<file path="config.mk">
export PLATFORM = sky130hd
export DESIGN_NAME = ddr2_init_seq
export DESIGN_NICKNAME = d
export VERILOG_FILES = /design/src/rtl/ddr2_init_pkg.sv /design/src/rtl/ddr2_init_step_rom.sv /design/src/rtl/ddr2_init_gap_cnt.sv /design/src/rtl/ddr2_init_seq.sv
export SDC_FILE = /design/constraint.sdc
export NUM_CORES = 1
export LEC_CHECK = 0
export CORE_MARGIN = 3
export CORE_UTILIZATION = 25
export DETAILED_ROUTE_END_ITERATION = 7
export PLACE_DENSITY = 0.48
export REMOVE_ABC_BUFFERS = 1
export SYNTH_ARGS = -nofsm -noshare
export SYNTH_HDL_FRONTEND = slang
export SYNTH_SLANG_ARGS = --single-unit
</file>
<file path="constraint.sdc">
create_clock -name clk_i -period 3.53 [get_ports clk_i]
set_input_delay 0.706 -clock clk_i [delete_from_list [all_inputs] [get_ports clk_i]]
set_output_delay 0.706 -clock clk_i [all_outputs]
set_load 0.02 [all_outputs]
</file>
<file path="src/rtl/ddr2_init_pkg.sv">
package ddr2_init_pkg;
  typedef enum logic [2:0] {
    CMD_NOP  = 3'd0,
    CMD_PALL = 3'd2,
    CMD_LMR  = 3'd3,
    CMD_REF  = 3'd4,
    CMD_EMR  = 3'd5
  } cmd_e;

  localparam int unsigned NUM_STEPS = 8;
  localparam logic [2:0]  LAST_STEP = 3'(NUM_STEPS - 1);

  // mode word bit positions
  localparam int unsigned DLL_RST_BIT = 8;
  localparam int unsigned PALL_BIT    = 10;
  localparam int unsigned OCD_LSB     = 7;
  localparam int unsigned CL_LSB      = 4;
  localparam int unsigned BL_LSB      = 0;
endpackage

</file>
<file path="src/rtl/ddr2_init_step_rom.sv">
module ddr2_init_step_rom
  import ddr2_init_pkg::*;
#(
  parameter int unsigned ROW_W = 14,
  parameter int unsigned T_MRD = 2,
  parameter int unsigned T_RP  = 3,
  parameter int unsigned T_RFC = 8,
  parameter int unsigned T_DLL = 200,
  parameter int unsigned CW    = 8
) (
  input  logic [2:0]       step_i,
  input  logic [2:0]       cas_lat_i,
  input  logic [2:0]       burst_len_i,
  output cmd_e             cmd_o,
  output logic [1:0]       ba_o,
  output logic [ROW_W-1:0] addr_o,
  output logic [CW-1:0]    gap_o
);
  logic [ROW_W-1:0] mode_w;

  always_comb begin
    mode_w = '0;
    mode_w[CL_LSB +: 3] = cas_lat_i;
    mode_w[BL_LSB +: 3] = burst_len_i;
  end

  always_comb begin
    cmd_o  = CMD_NOP;
    ba_o   = 2'b00;
    addr_o = '0;
    gap_o  = CW'(T_MRD);
    unique case (step_i)
      3'd0: begin cmd_o = CMD_EMR; ba_o = 2'b01; gap_o = CW'(T_DLL); end
      3'd1: begin
        cmd_o = CMD_LMR; addr_o = mode_w; addr_o[DLL_RST_BIT] = 1'b1;
      end
      3'd2: begin cmd_o = CMD_PALL; addr_o[PALL_BIT] = 1'b1; gap_o = CW'(T_RP); end
      3'd3, 3'd4: begin cmd_o = CMD_REF; gap_o = CW'(T_RFC); end
      3'd5: begin cmd_o = CMD_LMR; addr_o = mode_w; end
      3'd6: begin cmd_o = CMD_EMR; ba_o = 2'b01; addr_o[OCD_LSB +: 3] = 3'b111; end
      default: begin cmd_o = CMD_EMR; ba_o = 2'b01; end
    endcase
  end
endmodule

</file>
<file path="src/rtl/ddr2_init_gap_cnt.sv">
module ddr2_init_gap_cnt #(
  parameter int unsigned CW = 8
) (
  input  logic          clk_i,
  input  logic          rst_ni,
  input  logic          load_i,
  input  logic [CW-1:0] gap_i,
  output logic          zero_o
);
  logic [CW-1:0] cnt_q;

  always_ff @(posedge clk_i or negedge rst_ni) begin
    if (!rst_ni)             cnt_q <= '0;
    else if (load_i)         cnt_q <= gap_i - CW'(1);
    else if (cnt_q != '0)    cnt_q <= cnt_q - CW'(1);
  end

  assign zero_o = (cnt_q == '0);


  cnt_dec_chk: assert property (@(posedge clk_i) disable iff (!rst_ni)
    (!load_i && cnt_q != '0) |=> cnt_q == $past(cnt_q) - CW'(1));
endmodule

</file>
<file path="src/rtl/ddr2_init_seq.sv">
module ddr2_init_seq
  import ddr2_init_pkg::*;
#(
  parameter int unsigned ROW_W = 14,
  parameter int unsigned T_MRD = 2,
  parameter int unsigned T_RP  = 3,
  parameter int unsigned T_RFC = 8,
  parameter int unsigned T_DLL = 200
) (
  input  logic             clk_i,
  input  logic             rst_ni,
  input  logic             start_i,
  input  logic [2:0]       cas_lat_i,
  input  logic [2:0]       burst_len_i,
  output logic [2:0]       cmd_o,
  output logic [1:0]       ba_o,
  output logic [ROW_W-1:0] addr_o,
  output logic [2:0]       step_o,
  output logic             done_o
);
  localparam int unsigned M1      = (T_MRD > T_RP) ? T_MRD : T_RP;
  localparam int unsigned M2      = (T_RFC > T_DLL) ? T_RFC : T_DLL;
  localparam int unsigned GAP_MAX = (M1 > M2) ? M1 : M2;
  localparam int unsigned CW      = $clog2(GAP_MAX + 1);

  typedef enum logic [1:0] {S_IDLE, S_RUN, S_DONE} state_e;

  state_e           st_q;
  logic [2:0]       step_q, nxt_step;
  logic [2:0]       cl_q, bl_q, cl_sel, bl_sel;
  cmd_e             rom_cmd;
  logic [1:0]       rom_ba;
  logic [ROW_W-1:0] rom_addr;
  logic [CW-1:0]    rom_gap;
  logic             gap_zero, issue, finish;

  assign issue  = (st_q == S_IDLE && start_i) ||
                  (st_q == S_RUN && gap_zero && step_q != LAST_STEP);
  assign finish = (st_q == S_RUN) && gap_zero && (step_q == LAST_STEP);
  assign nxt_step = (st_q == S_IDLE) ? 3'd0 : step_q + 3'd1;
  assign cl_sel   = (st_q == S_IDLE) ? cas_lat_i   : cl_q;
  assign bl_sel   = (st_q == S_IDLE) ? burst_len_i : bl_q;

  ddr2_init_step_rom #(
    .ROW_W(ROW_W), .T_MRD(T_MRD), .T_RP(T_RP), .T_RFC(T_RFC),
    .T_DLL(T_DLL), .CW(CW)
  ) u_rom (
    .step_i     (nxt_step),
    .cas_lat_i  (cl_sel),
    .burst_len_i(bl_sel),
    .cmd_o      (rom_cmd),
    .ba_o       (rom_ba),
    .addr_o     (rom_addr),
    .gap_o      (rom_gap)
  );

  ddr2_init_gap_cnt #(.CW(CW)) u_gap (
    .clk_i (clk_i),
    .rst_ni(rst_ni),
    .load_i(issue),
    .gap_i (rom_gap),
    .zero_o(gap_zero)
  );

  always_ff @(posedge clk_i or negedge rst_ni) begin
    if (!rst_ni) begin
      st_q   <= S_IDLE;
      step_q <= '0;
      cl_q   <= '0;
      bl_q   <= '0;
      cmd_o  <= CMD_NOP;
      ba_o   <= '0;
      addr_o <= '0;
      done_o <= 1'b0;
    end else begin
      cmd_o <= CMD_NOP;
      if (st_q == S_IDLE && start_i) begin
        cl_q <= cas_lat_i;
        bl_q <= burst_len_i;
      end
      if (issue) begin
        st_q   <= S_RUN;
        step_q <= nxt_step;
        cmd_o  <= rom_cmd;
        ba_o   <= rom_ba;
        addr_o <= rom_addr;
      end else if (finish) begin
        st_q   <= S_DONE;
        done_o <= 1'b1;
      end
    end
  end

  assign step_o = step_q;


  emr_ba_chk: assert property (@(posedge clk_i) disable iff (!rst_ni)
    (cmd_o == CMD_EMR) |-> (ba_o == 2'b01));

  lmr_ba_chk: assert property (@(posedge clk_i) disable iff (!rst_ni)
    (cmd_o == CMD_LMR) |-> (ba_o == 2'b00));

  ref_step_chk: assert property (@(posedge clk_i) disable iff (!rst_ni)
    (cmd_o == CMD_REF) |-> (step_o == 3'd3 || step_o == 3'd4));

  done_hold_chk: assert property (@(posedge clk_i) disable iff (!rst_ni)
    done_o |=> done_o);

  done_quiet_chk: assert property (@(posedge clk_i) disable iff (!rst_ni)
    done_o |-> (cmd_o == CMD_NOP && step_o == LAST_STEP));

  busy_start_chk: assert property (@(posedge clk_i) disable iff (!rst_ni)
    (st_q != S_IDLE && start_i) |=> ($stable(cl_q) && $stable(bl_q)));

  one_cycle_chk: assert property (@(posedge clk_i) disable iff (!rst_ni)
    (cmd_o != CMD_NOP && T_MRD > 1 && T_RP > 1 && T_RFC > 1) |=> (cmd_o == CMD_NOP));
endmodule

</file>
==> summary.txt, run 1 <==
Critical path
  • Worst endpoint required time: 3730 ps
  • Critical path endpoint category: flip-flop
  • Worst Path Arrival: between 2000 and 3000 ps
  • Max FO, Critical Path: 12
  • CP Launch Point: step_o[0]$_DFFE_PN0P_
  • Critical setup path kind: reg2reg
  • Crit path launch type: flip-flop
  • Slowest CP cell: dfrtp_1
  • Worst path max stage delay: around 490 ps
  • Most Frequent Cell on Critical Path: ha_1
  • Reg-to-Reg Start: step_o[0]$_DFFE_PN0P_
  • Crit-path cells: ha_1 > ha_1 > nor3b_1 > nor3_1 > nor2b_1 > a21oi_1 > ha_1 > nor3_1 > o31a_1 > a211oi_1

Job
  • Max Cap Violations: 0

Synthesis
  • Post-synth EDFFs: 0
  • Synth top cells by count: nand2_1 (46), dfrtp_1 (33), nor2_1 (14)
  • Synthesis-stage register bit count: 33
  • Register area share after synthesis: approximately 50%
  • Count of cell types in the netlist: 39
  • Post-Synth Adder-Cell Area: between 2 and 2.5%
  • Area contributors post-synth: dfrtp_1 (50%), nand2_1 (10%), nor2_1 (3.2%)
  • Largest family of logic cells by synthesized area: simple AND/OR/NAND/NOR gates
  • Top-area cell type share of the netlist area: 50.00%
  • Mean Syn Cell Area: approximately 9.3 um^2
  • Count leader, synth: nand2_1
  • Ys Warns: 0
  • Xor and xnor area share after synthesis: less than 1%
  • Mux cell area share after synthesis: less than 1%
  • Area leader, netlist: dfrtp_1
  • Syn Inst Count: ~180
  • Primary FF master, synth: dfrtp_1
  • Post-synth ARST share: 100.0%
  • Cell Area, Synth: ~1700 um^2
  • Synth Area in Compound Gates: a little over an eighth
  • Simple-gate share of the synthesized area: 27.35%

Clock network
  • CTS buffer count: 5
  • Max Buffers Root-to-Sink: 2
  • Post-CTS Setup Inserts: 0
  • Worst-path clk slew: roughly 70 ps
  • H-tree Lvls: 2
  • PostCTS Resize Cnt: 0
  • CTS Hold Bufs: 0
  • Root buffer cell: clkbuf_8
  • CTS tree: yes
  • Clock sink count: 33
  • Clk_lat worst skew: about 290 ps

Detailed routing
  • DR vias/cell: between 4 and 5
  • DR WL/cell: 13.58 um
  • Vias: approximately 1300
  • Final ANT Viol Nets: 0
  • Drt pass-1 iters: 4
  • Residual DRC: 0
  • Iter 0 DRT Violations: 69
  • Final WL: between 3 and 4 mm

Floorplanning
  • Core area: just over 6000 um^2
  • Core Rows: 28
  • Die W: 87.28 um
  • Io pins: 32
  • Chip height: 87.28 um
  • Die area: around 7600 um^2
  • Starting Density: ~27%

Timing
  • Setup TNS: 0 ps
  • RSZ-0062 raised after global routing: false
  • Finish-stage setup viols: 0
  • WHS: 463.9 ps
  • Final Slew Violations: 0
  • Actual slew at the worst max-slew pin: 740.4 ps
  • Slew margin rel.: slightly above 50%
  • Period minus WS final: approximately 2800 ps
  • Final Skew: approximately 7.3 ps
  • Fmax: ~0.36 GHz
  • Final cycle utilization of the critical path: ~78%
  • Hold violation count in the final report: 0

Finish
  • N_diodes: 0
  • Nets: between 200 and 250
  • Fillers: ~640
  • Syn-to-layout area delta: 26.36%
  • Layout cell share with drive strength beyond 1: a little under a tenth
  • Core Util, Final: between 30 and 40%

Placed design
  • Final Wtd Congestion: around 0.78
  • Hpwl dp: roughly 2.6 mm
  • Port Buffers: 26

Outcome
  • Status: finished clean

Global route
  • Largest net degree at the start of global routing: 34
  • Vias in the first global route: 1279
  • Initial antenna violation count: 0
  • Total congestion overflow: 0
  • First-pass GRT wire length: 6.506 mm
  • GRT Overall Usage: between 10 and 15%

Pwr
  • Worst IR Drop VDD: between 0.3 and 0.4 mV
  • Total Power: roughly 0.002 W
  • Static leakage: approximately 0.95 nW
  • PD cells: 933.7 nW/um^2

Min path
  • Worst hold path class: reg2reg
  • Hold_sp: addr_o[1]$_DFFE_PN0P_
-- cells in the final DEF (no fill, tap or decap), drive strengths merged, types with 2 or more instances in the layout --
cell           instances
nor3b                  3
nor3                   8
nand3                  7
nor2b                  4
or4                    2
dfrtp                 33
ha                     3
bufinv                 2
o311ai                 2
buf                    3
conb                   5
nor4                   3
a21oi                  7
a211oi                 2
nand2                 46
a31o                   2
clkdlybuf4s50         26
and3                   3
clkbuf                 5
nor2                  14
o21ai                 10
-- routing by layer --
layer	wire length (um)	track usage (%)
met5	0	0
met4	40	5.021
met3	184	3.217
met2	1715	15.96
met1	1860	15.71
-- through the flow --
stage,cells,cell area (um^2),setup slack [ps]
after floorplan,168,1577,608.8
after global placement,272,1953,766.5
after detailed placement,272,1953,709.1
after CTS,280,2087,781.9
after global routing,280,2087,533.2
final,280,2087,777.9
-- path summary, 6_finish.rpt --
check / endpoint / slack, ps / cells after the start
max: u_gap.cnt_q[6]$_DFFE_PN0P_ / 780 / 10
min: addr_o[1]$_DFFE_PN0P_ / 460 / 2
max reg2reg: u_gap.cnt_q[6]$_DFFE_PN0P_ / 780 / 10
min reg2reg: addr_o[1]$_DFFE_PN0P_ / 460 / 2
max in group asynchronous: step_o[2]$_DFFE_PN0P_ / 2400 / 2
min in group asynchronous: bl_q[2]$_DFFE_PN0P_ / 830 / 2
-- where the power goes --
part / switching [W] / internal, W
Clock: 0.000149 / 0.000281
Sequential: 0.000158 / 0.000533
Combinational: 0.000468 / 0.000360
-- critical path: cells and delay by family (launching register included) --
family | cells | cell delay (ps)
fa+ha+maj | 3 | 930
simple gates | 4 | 620
flops | 1 | 490
compound gates | 3 | 630
-- cells by family after synthesis --
group / after synthesis
buf+inv: 15
xor+xnor: 1
mux: 1
other cells: 1
compound gates: 32
fa+ha+maj: 3
simple gates: 92
flops: 33
-- registers in the layout (all words and copies together) (netlist names) --
register / count
ba_o: 1
cl_q: 3
cmd_o: 3
step_o: 3
bl_q: 3
st_q: 2
u_gap.cnt_q: 8
addr_o: 9
done_o: 1
-- final cells by class --
cell class | count | area, um^2 | area share [%]
tap | 75 | 93.84 | 4.496
clock buffer | 5 | 68.82 | 3.297
multi-input combinational | 134 | 747.0 | 35.79
inverter | 1 | 3.754 | 0.1799
clock inverter | 3 | 65.06 | 3.118
timing repair buffer | 29 | 282.8 | 13.55
sequential | 33 | 825.8 | 39.57
Power figures use the tool's default switching activity.
==> run 2, diff against run 1 <==
--- a/config.mk
+++ b/config.mk
@@ -8,7 +8,7 @@
 export CORE_MARGIN = 3
 export CORE_UTILIZATION = 25
 export DETAILED_ROUTE_END_ITERATION = 7
-export PLACE_DENSITY = 0.48
+export PLACE_DENSITY = 0.5
 export REMOVE_ABC_BUFFERS = 1
 export SYNTH_ARGS = -nofsm -noshare
 export SYNTH_HDL_FRONTEND = slang
==> constraint.sdc (replaced) <==
create_clock -name clk_i -period 2.35 [get_ports clk_i]
set_input_delay 0.47 -clock clk_i [delete_from_list [all_inputs] [get_ports clk_i]]
set_output_delay 0.47 -clock clk_i [all_outputs]
set_load 0.02 [all_outputs]
==> summary.txt, run 2 (synthesis gave the netlist of run 1 again) <==
Outcome
  • Status: finished clean

Timing
  • Setup TNS: 0 ps (unchanged)
  • Final cycle utilization of the critical path: 94.04% (+16 points)
  • Final Slew Violations: 0 (unchanged)
  • Final Skew: 8.613 ps (+1.269 ps)
  • Period minus WS final: 2210 ps (-542.0 ps)
  • Finish-stage setup viols: 0 (unchanged)
  • Fmax: 0.4525 GHz (+25%)
  • RSZ-0062 raised after global routing: false
  • Hold violation count in the final report: 0 (unchanged)

Finish
  • Biggest regs: addr_o x9, u_gap.cnt_q x8
  • Max FFs per register: 9 (unchanged)
  • Fillers: 663 (+3.8%)
  • Post-Layout Cell Count: 297 (+6.1%)
  • Most common cell after layout, fill and taps aside: nand2_1
  • N_diodes: 0 (unchanged)
  • Nets: 233 (+7.9%)
  • Layout cell share with drive strength beyond 1: 18.47% (+9.2 points)
  • Finished layout cell area: 2203 um^2 (+5.6%)
  • Syn-to-layout area delta: 33.41%
  • Largest Register: addr_o
  • Most frequent cells in the layout: nand2_1 (46), dfrtp_1 (33), clkdlybuf4s50_1 (26)

Critical path
  • Slowest CP cell: dfrtp_1
  • Critical setup path kind: reg2reg
  • Worst endpoint required time: 2570 ps (-1160 ps)
  • Max FO, Critical Path: 7 (-5)
  • Crit-path cells: ha_1 > ha_4 > buf_4 > nor2b_1 > nand2_1 > nor2_1 > a21oi_1 > ha_2 > nor3_2 > o31a_1 > a211oi_2
  • Worst path max stage delay: 380 ps (-110 ps)
  • Worst Path Arrival: 2430 ps (-520 ps)
  • Critical path endpoint category: flip-flop
  • Crit path launch type: flip-flop

Global route
  • Total congestion overflow: 0 (unchanged)
  • GRT Overall Usage: 11.09% (-0.15 points)
  • Initial antenna violation count: 0 (unchanged)
  • Vias in the first global route: 1339 (+4.7%)
  • Largest net degree at the start of global routing: 34 (unchanged)
  • First-pass GRT wire length: 6.451 mm (-0.85%)

Floorplanning
  • Chip height: 87.28 um (unchanged)
  • Die W: 87.28 um (unchanged)
  • Core area: 6166 um^2 (unchanged)
  • Core Rows: 28 (unchanged)
  • Starting Density: 26.79% (unchanged)
  • Io pins: 32 (unchanged)
  • Die area: 7618 um^2 (unchanged)

Placed design
  • Port Buffers: 26 (unchanged)
  • Hpwl dp: 2.745 mm (+4.8%)
  • Dpl cell area: 2081 um^2 (+6.5%)
  • Final Wtd Congestion: 0.7882 (+0.47%)
  • # placed instances: 289 (+6.3%)

Detailed routing
  • Final ANT Viol Nets: 0 (unchanged)
  • DR WL/cell: 13.27 um (-2.2%)
  • DR vias/cell: 4.589 (-1.0%)
  • Final WL: 3.942 mm (+3.7%)
  • Drt pass-1 iters: 4 (unchanged)
  • Iter 0 DRT Violations: 44 (-36%)
  • Residual DRC: 0 (unchanged)
  • Vias: 1363 (+5.0%)

Clock network
  • Clock sink count: 33 (unchanged)
  • CTS tree: yes
  • H-tree Lvls: 2 (unchanged)
  • Max Buffers Root-to-Sink: 2 (unchanged)
  • Clk_lat worst skew: 300 ps (about the same)
  • Worst-path clk slew: 70 ps (about the same)
  • CTS Hold Bufs: 0 (unchanged)
  • CTS buffer count: 5 (unchanged)
  • Root buffer cell: clkbuf_8

Pwr
  • Sequential Power Share: 34.7% (-0.8 points)
  • Clk network pwr share: 14.9% (-7.2 points)
  • Static leakage: 1.014 nW (+7.0%)
  • Sw Share: 41.74% (+2.0 points)
  • Worst IR Drop VDD: 0.4077 mV (+21%)
  • PD cells: 1333 nW/um^2 (+43%)
  • Switch Pwr: 0.001226 W (+58%)
  • P_int: 0.001711 W (+46%)
  • Comb pwr share: 50.4% (+7.9 points)

Min path
  • Worst hold path class: reg2reg

Job
  • Max Cap Violations: 0 (unchanged)
run 2: stage by stage:
step                      setup slack [ps]  power, W  utilization [%]  hold WS [ps]
after floorplan                     -414.1  0.001831                -         174.4
after global placement              -24.45  0.002459            33.75         448.3
after detailed placement            -59.32  0.002470            33.75         456.7
after CTS                            5.092  0.002922            35.15         473.4
after global routing                 34.08  0.003169            35.73         486.8
final                                140.0  0.002937            35.73         464.4
run 2: power by group through the flow:
stage          Combinational, W  Clock, W  Sequential [W]
3_5_place_dp            0.00144         0         0.00103
3_3_place_gp            0.00144         0         0.00102
2_1_floorplan          0.000686         0         0.00114
5_1_grt                 0.00164  0.000475         0.00105
6_report                0.00148  0.000436         0.00102
4_1_cts                 0.00145  0.000455         0.00102
run 2: repair_timing:
| action | 4_1_cts | 5_1_grt |
|---|---|---|
| endpoints found under the hold margin | 0 | 0 |
| resized for setup | 0 | 6 |
| setup endpoints to repair | 0 | 2 |
| setup buffers | 0 | 0 |
run 2: routing by layer:
| layer | vias to the layer above | routed length [um] | global-route usage (%) |
|---|---|---|---|
| met5 | - | 0 | 0 |
| met4 | 0 | 65 | 5.858 |
| met3 | 6 | 223 | 3.217 |
| met2 | 31 | 1772 | 17.05 |
| met1 | 636 | 1881 | 13.98 |
| li1 | 690 | - | - |
run 2: critical path, delay by kind of cell (launching register included):
family	cells	cell delay [ps]
buf+inv	1	140
compound gates	3	620
fa+ha+maj	3	730
flops	1	380
simple gates	4	270
run 2: layout make-up:
type	count	area (um^2)	share of cell area, %
Clock inverter	3	17.52	0.7950
Sequential cell	33	825.8	37.48
Multi-Input combinational cell	134	783.3	35.55
Timing Repair Buffer	46	410.4	18.63
Clock buffer	5	68.82	3.123
Tap cell	75	93.84	4.259
Inverter	1	3.754	0.1704
run 2: final timing paths:
kind / slack [ps] / depth (start not counted) / startpoint / end
max: 140 / 11 / step_o[0]$_DFFE_PN0P_ / u_gap.cnt_q[6]$_DFFE_PN0P_
min: 460 / 2 / addr_o[4]$_DFFE_PN0P_ / addr_o[4]$_DFFE_PN0P_
max reg2reg: 140 / 11 / step_o[0]$_DFFE_PN0P_ / u_gap.cnt_q[6]$_DFFE_PN0P_
min reg2reg: 460 / 2 / addr_o[4]$_DFFE_PN0P_ / addr_o[4]$_DFFE_PN0P_
max in group asynchronous: 1470 / 2 / rst_ni / step_o[0]$_DFFE_PN0P_
min in group asynchronous: 580 / 2 / rst_ni / bl_q[2]$_DFFE_PN0P_
==> run 3, diff against run 2 <==
--- a/config.mk
+++ b/config.mk
@@ -5,10 +5,12 @@
 export SDC_FILE = /design/constraint.sdc
 export NUM_CORES = 1
 export LEC_CHECK = 0
+export CELL_PAD_IN_SITES_DETAIL_PLACEMENT = 1
+export CELL_PAD_IN_SITES_GLOBAL_PLACEMENT = 2
 export CORE_MARGIN = 3
 export CORE_UTILIZATION = 25
 export DETAILED_ROUTE_END_ITERATION = 7
-export PLACE_DENSITY = 0.5
+export PLACE_DENSITY = 0.72
 export REMOVE_ABC_BUFFERS = 1
 export SYNTH_ARGS = -nofsm -noshare
 export SYNTH_HDL_FRONTEND = slang
==> summary.txt, run 3 (synthesis gave the netlist of run 1 again) <==
Detailed routing
  • Vias: 1420 (+4.2%)
  • Residual DRC: 0 (unchanged)
  • Drt pass-1 iters: 4 (unchanged)
  • Final ANT Viol Nets: 0 (unchanged)
  • DR WL/cell: 14.64 um (+10%)
  • Final WL: 4.407 mm (+12%)
  • DR vias/cell: 4.718 (+2.8%)
  • Iter 0 DRT Violations: 27 (-39%)

Timing
  • Final Worst Setup Slack: 64.23 ps (-75.73 ps)
  • Hold violation count in the final report: 0 (unchanged)
  • Finish-stage setup viols: 0 (unchanged)
  • Final Skew: 2.708 ps (-5.905 ps)
  • Final Slew Violations: 0 (unchanged)
  • Final cycle utilization of the critical path: 97.27% (+3.2 points)
  • Fmax: 0.4375 GHz (-3.3%)
  • Period minus WS final: 2286 ps (+75.73 ps)

Finish
  • N_diodes: 0 (unchanged)
  • Layout cell share with drive strength beyond 1: 22.57% (+4.1 points)
  • Most common cell after layout, fill and taps aside: nand2_1
  • Biggest regs: addr_o x9, u_gap.cnt_q x8
  • Fillers: 713 (+7.5%)
  • Largest Register: addr_o
  • Most frequent cells in the layout: nand2_1 (46), dfrtp_1 (33), clkdlybuf4s50_1 (26)
  • Max FFs per register: 9 (unchanged)
  • Core Util, Final: 37.13% (+1.4 points)
  • Syn-to-layout area delta: 38.64%
  • Nets: 237 (+1.7%)

Floorplanning
  • Core Rows: 28 (unchanged)
  • Die area: 7618 um^2 (unchanged)
  • Core area: 6166 um^2 (unchanged)
  • Starting Density: 26.79% (unchanged)
  • Chip height: 87.28 um (unchanged)
  • Die W: 87.28 um (unchanged)
  • Io pins: 32 (unchanged)

Clock network
  • H-tree Lvls: 2 (unchanged)
  • Max Buffers Root-to-Sink: 2 (unchanged)
  • Worst-path clk slew: 70 ps (about the same)
  • Root buffer cell: clkbuf_8
  • Clock sink count: 33 (unchanged)
  • Clk_lat worst skew: 280 ps (-20 ps)
  • CTS Hold Bufs: 0 (unchanged)
  • CTS buffer count: 5 (unchanged)
  • CTS tree: yes

Placed design
  • Hpwl dp: 3.176 mm (+16%)
  • Dpl ws: -53.17 ps (+6.152 ps)
  • Final Wtd Congestion: 0.8748 (+11%)
  • Port Buffers: 26 (unchanged)

Global route
  • Total congestion overflow: 0 (unchanged)
  • GRT Overall Usage: 12.25% (+1.2 points)
  • First-pass GRT wire length: 7.279 mm (+13%)
  • Vias in the first global route: 1441 (+7.6%)
  • Largest net degree at the start of global routing: 34 (unchanged)
  • Initial antenna violation count: 0 (unchanged)

Pwr
  • Static leakage: 1.043 nW (+2.8%)
  • Switch Pwr: 0.001284 W (+4.7%)
  • Total Power: 0.003111 W (+5.9%)
  • Sw Share: 41.26% (-0.48 points)
  • Clk network pwr share: 13.2% (-1.7 points)
  • Sequential Power Share: 33.0% (-1.7 points)
  • Comb pwr share: 53.8% (+3.4 points)
  • P_int: 0.001827 W (+6.8%)
  • Worst IR Drop VDD: 0.5114 mV (+25%)
  • PD cells: 1359 nW/um^2 (+1.9%)

Critical path
  • Critical setup path kind: reg2reg
  • Worst Path Arrival: 2450 ps (+20 ps)
  • Worst endpoint required time: 2510 ps (-60 ps)
  • Reg2Reg Depth: 10 (-1)
  • Max FO, Critical Path: 6 (-1)
  • Crit path launch type: flip-flop
  • Critical path endpoint category: flip-flop

Min path
  • Worst hold path class: reg2reg
  • Hold Crit Depth: 2 (unchanged)

Job
  • Max Cap Violations: 0 (unchanged)

Outcome
  • Status: finished clean
run 3: final timing paths:
check,slack (ps),startpoint,endpoint
max,60,step_o[0]$_DFFE_PN0P_,u_gap.cnt_q[6]$_DFFE_PN0P_
min,470,addr_o[0]$_DFFE_PN0P_,addr_o[0]$_DFFE_PN0P_
max reg2reg,60,step_o[0]$_DFFE_PN0P_,u_gap.cnt_q[6]$_DFFE_PN0P_
min reg2reg,470,addr_o[0]$_DFFE_PN0P_,addr_o[0]$_DFFE_PN0P_
max in group asynchronous,1450,rst_ni,addr_o[1]$_DFFE_PN0P_
min in group asynchronous,600,rst_ni,st_q[1]$_DFFE_PN0P_
run 3: repair_timing:
item                       in CTS  in global routing
setup endpoints to repair       2                  3
resized for setup               2                 16
setup buffers                   0                  3
pin swaps                       0                  9
run 3: metal layers:
layer / wire, um / vias to the layer above / part of all wire, % / track usage [%]
li1: - / 702 / - / -
met1: 2058 / 688 / 47 / 16.47
met2: 2116 / 23 / 48 / 19.59
met3: 172 / 7 / 3.9 / 3.217
met4: 59 / 0 / 1.3 / 2.929
met5: 0 / - / 0 / 0
run 3: power groups by stage:
stage	Sequential, W	Combinational (W)	Clock, W
finish	0.00103	0.00167	0.000411
global route	0.00106	0.00186	0.000463
CTS	0.00102	0.00154	0.000431
detailed placement	0.00103	0.00153	0
global placement	0.00102	0.00151	0
floorplan	0.00114	0.000686	0
run 3: final cells by class:
cell class / count / area, um^2 / area share [%]
multi-input combinational: 134 / 839.6 / 36.67
sequential: 33 / 825.8 / 36.07
timing repair buffer: 50 / 444.2 / 19.40
tap: 75 / 93.84 / 4.098
clock buffer: 6 / 72.57 / 3.169
clock inverter: 2 / 10.01 / 0.4372
inverter: 1 / 3.754 / 0.1639
run 3: through the flow:
stage               cells  setup TNS [ps]  cell area (um^2)  hold WS, ps
floorplan             168          -652.6              1577        174.4
global placement      290          -10.82              2088        451.9
finish                301               0              2290        468.3
global route          301          -93.63              2290        491.5
detailed placement    290          -53.17              2088        461.0
CTS                   298               0              2178        477.0
run 3: worst max-delay path, cell delays in order (launching register included):
cell and delay (ps):
dfrtp_1 410, ha_4 180, ha_4 170, nor3b_4 290, a31oi_4 160, a21oi_2 190
ha_2 200, buf_6 110, nand2_1 60, nor4bb_2 340, a211oi_2 50
